$ cat src/rtl/ap_pkg.sv
package ap_pkg;
  localparam int BYTE_W          = 8;
  localparam int DEF_NUM_ENT     = 6;
  localparam int DEF_ADDR_W      = 24;
  localparam logic [7:0] DEF_TRAP_OP = 8'h01;
endpackage

$ cat src/rtl/ap_regfile.sv
module ap_regfile #(
  parameter int NUM_ENT = ap_pkg::DEF_NUM_ENT,
  parameter int ADDR_W  = ap_pkg::DEF_ADDR_W,
  parameter int SEL_W   = 5
) (
  input  logic                           clk_i,
  input  logic                           rst_ni,
  input  logic                           wr_en_i,
  input  logic [SEL_W-1:0]               wr_sel_i,
  input  logic [ap_pkg::BYTE_W-1:0]      wr_data_i,
  output logic [NUM_ENT-1:0][ADDR_W-1:0] addr_o,
  output logic [NUM_ENT-1:0]             en_o
);
  localparam int BYTES  = ADDR_W / ap_pkg::BYTE_W;
  localparam int EN_SEL = NUM_ENT * BYTES;

  logic [NUM_ENT-1:0][ADDR_W-1:0] addr_q;
  logic [NUM_ENT-1:0]             en_q;

  always_ff @(posedge clk_i or negedge rst_ni) begin
    if (!rst_ni) begin
      addr_q <= '0;
    end else if (wr_en_i) begin
      for (int e = 0; e < NUM_ENT; e++) begin
        for (int b = 0; b < BYTES; b++) begin
          if (wr_sel_i == SEL_W'(e * BYTES + b))
            addr_q[e][b*ap_pkg::BYTE_W +: ap_pkg::BYTE_W] <= wr_data_i;
        end
      end
    end
  end

  always_ff @(posedge clk_i or negedge rst_ni) begin
    if (!rst_ni)                                     en_q <= '0;
    else if (wr_en_i && wr_sel_i == SEL_W'(EN_SEL))  en_q <= wr_data_i[NUM_ENT-1:0];
  end

  assign addr_o = addr_q;
  assign en_o   = en_q;


  en_load_chk: assert property (@(posedge clk_i) disable iff (!rst_ni)
    (wr_en_i && wr_sel_i == SEL_W'(EN_SEL)) |=> en_o == $past(wr_data_i[NUM_ENT-1:0]));


  en_hold_chk: assert property (@(posedge clk_i) disable iff (!rst_ni)
    (!wr_en_i || wr_sel_i != SEL_W'(EN_SEL)) |=> $stable(en_o));
endmodule

$ cat src/rtl/ap_match.sv
module ap_match #(
  parameter int NUM_ENT = ap_pkg::DEF_NUM_ENT,
  parameter int ADDR_W  = ap_pkg::DEF_ADDR_W
) (
  input  logic [NUM_ENT-1:0][ADDR_W-1:0] addr_i,
  input  logic [NUM_ENT-1:0]             en_i,
  input  logic [ADDR_W-1:0]              fetch_addr_i,
  input  logic                           fetch_first_i,
  output logic [NUM_ENT-1:0]             match_o
);
  for (genvar e = 0; e < NUM_ENT; e++) begin : g_cmp
    assign match_o[e] = fetch_first_i & en_i[e] & (addr_i[e] == fetch_addr_i);
  end
endmodule

$ cat src/rtl/ap_prio.sv
module ap_prio #(
  parameter int NUM_ENT = ap_pkg::DEF_NUM_ENT,
  parameter int IDX_W   = 3
) (
  input  logic               clk_i,
  input  logic               rst_ni,
  input  logic [NUM_ENT-1:0] match_i,
  output logic               hit_o,
  output logic [IDX_W-1:0]   idx_o
);
  // lowest index wins: scan downwards so the last assignment is the lowest
  always_comb begin
    hit_o = 1'b0;
    idx_o = '0;
    for (int i = NUM_ENT - 1; i >= 0; i--) begin
      if (match_i[i]) begin
        hit_o = 1'b1;
        idx_o = IDX_W'(i);
      end
    end
  end


  idx_valid_chk: assert property (@(posedge clk_i) disable iff (!rst_ni)
    hit_o |-> match_i[idx_o]);


  idx_lowest_chk: assert property (@(posedge clk_i) disable iff (!rst_ni)
    hit_o |-> ((match_i & ((NUM_ENT'(1) << idx_o) - NUM_ENT'(1))) == '0));
endmodule

$ cat src/rtl/addr_patch_unit.sv
module addr_patch_unit #(
  parameter int         NUM_ENT = ap_pkg::DEF_NUM_ENT,
  parameter int         ADDR_W  = ap_pkg::DEF_ADDR_W,
  parameter logic [7:0] TRAP_OP = ap_pkg::DEF_TRAP_OP,
  localparam int        SEL_W   = $clog2(NUM_ENT * (ADDR_W / 8) + 1),
  localparam int        IDX_W   = (NUM_ENT > 1) ? $clog2(NUM_ENT) : 1
) (
  input  logic              clk_i,
  input  logic              rst_ni,
  input  logic              wr_en_i,
  input  logic [SEL_W-1:0]  wr_sel_i,
  input  logic [7:0]        wr_data_i,
  input  logic [ADDR_W-1:0] fetch_addr_i,
  input  logic [7:0]        fetch_data_i,
  input  logic              fetch_first_i,
  output logic [7:0]        fetch_data_o,
  output logic              hit_o,
  output logic [IDX_W-1:0]  hit_idx_o
);
  logic [NUM_ENT-1:0][ADDR_W-1:0] addr_q;
  logic [NUM_ENT-1:0]             en_q;
  logic [NUM_ENT-1:0]             match;

  ap_regfile #(.NUM_ENT(NUM_ENT), .ADDR_W(ADDR_W), .SEL_W(SEL_W)) i_regfile (
    .clk_i    (clk_i),
    .rst_ni   (rst_ni),
    .wr_en_i  (wr_en_i),
    .wr_sel_i (wr_sel_i),
    .wr_data_i(wr_data_i),
    .addr_o   (addr_q),
    .en_o     (en_q)
  );

  ap_match #(.NUM_ENT(NUM_ENT), .ADDR_W(ADDR_W)) i_match (
    .addr_i       (addr_q),
    .en_i         (en_q),
    .fetch_addr_i (fetch_addr_i),
    .fetch_first_i(fetch_first_i),
    .match_o      (match)
  );

  ap_prio #(.NUM_ENT(NUM_ENT), .IDX_W(IDX_W)) i_prio (
    .clk_i  (clk_i),
    .rst_ni (rst_ni),
    .match_i(match),
    .hit_o  (hit_o),
    .idx_o  (hit_idx_o)
  );

  assign fetch_data_o = hit_o ? TRAP_OP : fetch_data_i;


  no_strobe_pass_chk: assert property (@(posedge clk_i) disable iff (!rst_ni)
    !fetch_first_i |-> (fetch_data_o == fetch_data_i && !hit_o));


  hit_trap_chk: assert property (@(posedge clk_i) disable iff (!rst_ni)
    hit_o |-> fetch_data_o == TRAP_OP);


  idle_idx_chk: assert property (@(posedge clk_i) disable iff (!rst_ni)
    !hit_o |-> (hit_idx_o == '0 && fetch_data_o == fetch_data_i));
endmodule

$ cat config.mk
export PLATFORM = sky130hd
export DESIGN_NAME = addr_patch_unit
export DESIGN_NICKNAME = d
export VERILOG_FILES = /design/src/rtl/ap_pkg.sv /design/src/rtl/ap_regfile.sv /design/src/rtl/ap_match.sv /design/src/rtl/ap_prio.sv /design/src/rtl/addr_patch_unit.sv
export SDC_FILE = /design/constraint.sdc
export NUM_CORES = 1
export LEC_CHECK = 0
export BUFFER_PORTS_ARGS = -buffer_cell sky130_fd_sc_hd__buf_2
export CORE_MARGIN = 4
export CORE_UTILIZATION = 45
export DETAILED_ROUTE_END_ITERATION = 10
export PLACE_DENSITY_LB_ADDON = 0.12
export RECOVER_POWER = 50
export SLEW_MARGIN = 20
export SYNTH_ARGS = -nofsm -noshare
export SYNTH_HDL_FRONTEND = slang
export SYNTH_SLANG_ARGS = --single-unit
$ cat constraint.sdc
create_clock -name clk_i -period 2.1 [get_ports clk_i]
set_clock_uncertainty 0.1 [all_clocks]
set_input_delay 0.21 -clock clk_i [delete_from_list [all_inputs] [get_ports clk_i]]
set_output_delay 0.21 -clock clk_i [all_outputs]
set_load 0.03 [all_outputs]
==> flow_summary.ini <==
[power]
p_leak_nw = 4.25
power_density_mw_per_mm2 = 939
peakVddDrop_mv = 0.613
seqPwrFrac = 0.431
p_sw_mw = 2.37
swShare = 0.266
combinationalPowerShare = 0.198
p_clk_frac = 0.371
p_int_mw = 6.55

[die]
fp.dieArea_mm2 = 0.0193
rows = 47
die_y_um = 139
coreArea_mm2 = 0.0167
num_io_pins = 61
die_x_um = 139
start_util = 0.461

[setup_path]
path_buf_inv = 1
critPathRequiredTime_ps = 1790
worst_setup_path_end_kind = output port
critPathLaunch = i_regfile.addr_o[129]
cp-start-kind = flop
r2r_setup_slack_ps = 1120
worstPathCellList = xnor2_1, nand4_1, or4_4, nor4_4, nand2b_1, a221oi_4, buf_6
crit_arrival_ps = 2500
r2r-end = i_regfile.addr_o[77]
cp_max_fo = 3
crit_path_end = hit_idx_o[0]
max_stage_delay_ps = 490
cp_top_family = simple AND/OR/NAND/NOR gates
cp_slowest_cell = or4_4
reg2reg_depth = 2
cp.depth = 7
rr_startpoint = i_regfile.addr_o[77]
setup.worst_path.class = flop to output port

[sta]
finalMaxSlewViolations = 59
hold_viol = 0
whs_ps = 262
rsz0062_at_grt = true
tightestPinTransition_ps = 1570
max_freq_ghz = 0.356
slew_headroom = -0.0470
period_minus_slack_ps = 2810
worst_slack_ps = -709
setup_tns_ps = -7690
fin_crit_sh = 1.34
setup_violations = 12

[clocking]
cts-root-buf = clkbuf_16
clk_pin_slew_worst_paths_ps = 60
cts_tree = done
cts.sinks = 150
max-clock-path-buffers = 2
cts_buffers = 17
insertion_delay_ps = 420
htreeDepth = 4

[logic_synthesis]
ys_seq_elements = 150
synth_area_leaders = dfrtp_1 49%, mux2_2 22%, xnor2_1 9.9%
avgSynthCellArea_um2 = 12.8
synth-edff-count = 0
synth_warnings = 0
synth_top_area_share = 0.487
syn_area_mm2 = 0.00770
synth-main-ff-cell = dfrtp_1
netlist_instances = 602
yosys.cell_types.count = 32
synth_area_leader_cell = dfrtp_1
async_reset_ff_frac = 1.00
synth_nets = 651
ys_seq_area_frac = 0.487

[final_layout]
area_growth_pct = 23.3
final_cells = 935
fin_area_mm2 = 0.00950
drive_gt1_frac = 0.466
antenna_cells = 0
nets = 751

[route]
viasPerCell = 5.35
num_vias = 5003
drc_errors = 0
routed_wl_mm = 21.0
drtAntennaViolNets = 0
wl_per_cell_um = 22.4
drt_iter0_markers = 246
firstDrtPassIters = 4

[grt]
grt_antenna_before_repair = 0
gr-total-overflow = 0
grt_pass1_wl_mm = 32.8
grt_max_degree = 59
grt_usage = 0.225
grt_pass1_vias = 5347

[job]
drv_cap = 1

[place]
dpl.hpwl_mm = 15.1
dp.cells = 899
place_area_mm2 = 0.00863
portBuffers = 60
globalplace.congestion = 0.873

[min_path]
hold_path_class = primary input to flop
timing.hold.worst.start = wr_data_i[6]

[status]
failed_checks = capacitance limit, slew limit, setup timing
status = finished, violations left
## synth_stat cells, types with 6 or more instances
cell	instances
dfrtp_1	150
mux2_2	150
xnor2_1	87
xor2_1	53
nand4_1	24
nand3_1	17
nor4_1	15
nor2_1	14
clkbuf_1	13
nand2_1	13
buf_4	10
buf_6	10
buf_1	6
## power groups by stage
stage / combinational (mW) / clock [mW] / sequential (mW)
after floorplan: 1.23 / 0 / 3.80
after global placement: 1.68 / 0 / 3.85
after detailed placement: 1.71 / 0 / 3.88
after CTS: 1.76 / 3.37 / 3.84
after global routing: 1.92 / 3.49 / 3.91
final: 1.76 / 3.31 / 3.84
## cells by family (layout without fill, tap and decap cells)
| family | Yosys count | in the layout | synth area share |
|---|---|---|---|
| simple gates | 110 | 110 | 0.0846 |
| xor+xnor | 144 | 144 | 0.168 |
| buf+inv | 45 | 158 | 0.0374 |
| compound gates | 3 | 3 | 0.00374 |
| mux | 150 | 150 | 0.219 |
| flops | 150 | 150 | 0.487 |
## how the worst min path moves through the flow
stage | end | slack [ps] | depth (start not counted)
after floorplan | i_regfile.addr_o[0] | -190 | 0
after CTS | i_regfile.addr_o[102] | 230 | 2
after global routing | i_regfile.addr_o[62] | 260 | 2
after detailed placement | i_regfile.addr_o[33] | 140 | 1
final | i_regfile.addr_o[22] | 260 | 2
after global placement | i_regfile.addr_o[33] | 140 | 1
## cells in the final DEF (no fill, tap or decap), types with 2 or more instances in the layout
cell type	instances
nor4_4	3
clkinvlp_4	2
nor3_1	5
buf_12	10
nor2_1	6
clkbuf_16	17
dfrtp_1	150
bufinv_16	4
nand2b_1	4
buf_4	45
or4_4	2
xnor2_2	12
nor2_4	7
nor4_1	14
xnor2_1	79
clkbuf_1	9
inv_6	2
nand3_1	17
clkbuf_8	3
and3_1	2
nor2b_1	5
xor2_1	52
buf_2	45
mux2_2	150
nand2_1	12
buf_6	15
nand4_1	24
## final cells by class
type,instances,area (um2)
Sequential cell,150,3750
Clock buffer,22,474
Inverter,1,3.75
Tap cell,220,275
Clock inverter,10,166
Multi-Input combinational cell,407,3840
Fill cell,1436,7200
Timing Repair Buffer,125,981
## repair_timing
action | 4_1_cts | 5_1_grt
pin swaps | 9 | 8
hold buffers | 1 | 0
gates resized for setup | 41 | 17
setup endpoints to repair | 12 | 12
buffers inserted | 2 | 2
hold endpoints to repair | 53 | 0
## routing by layer
metal,GRT usage,up-vias,part of all wire
met5,0,-,0
met3,0.0476,10,0.048
li1,-,2278,-
met2,0.357,114,0.48
met4,0.0376,0,0.0070
met1,0.324,2601,0.47
## through the flow
stage                     power [mW]  utilization  setup WS [ps]
after floorplan                 5.02            -          -94.4
after global placement          5.53        0.517           -426
after detailed placement        5.60        0.517           -437
after CTS                       8.97        0.566           -725
after global routing            9.32        0.569           -867
final                           8.92        0.569           -709
## sequential cells by signal, summed over array words and instances, names as in the netlist
name and cells:
i_regfile.addr_o 144, i_regfile.en_o 6
## worst register-to-register path: stages, from the launching register on
cell     delay, ps
dfrtp_1        390
buf_4          130
mux2_2         250
Power figures use the tool's default switching activity.
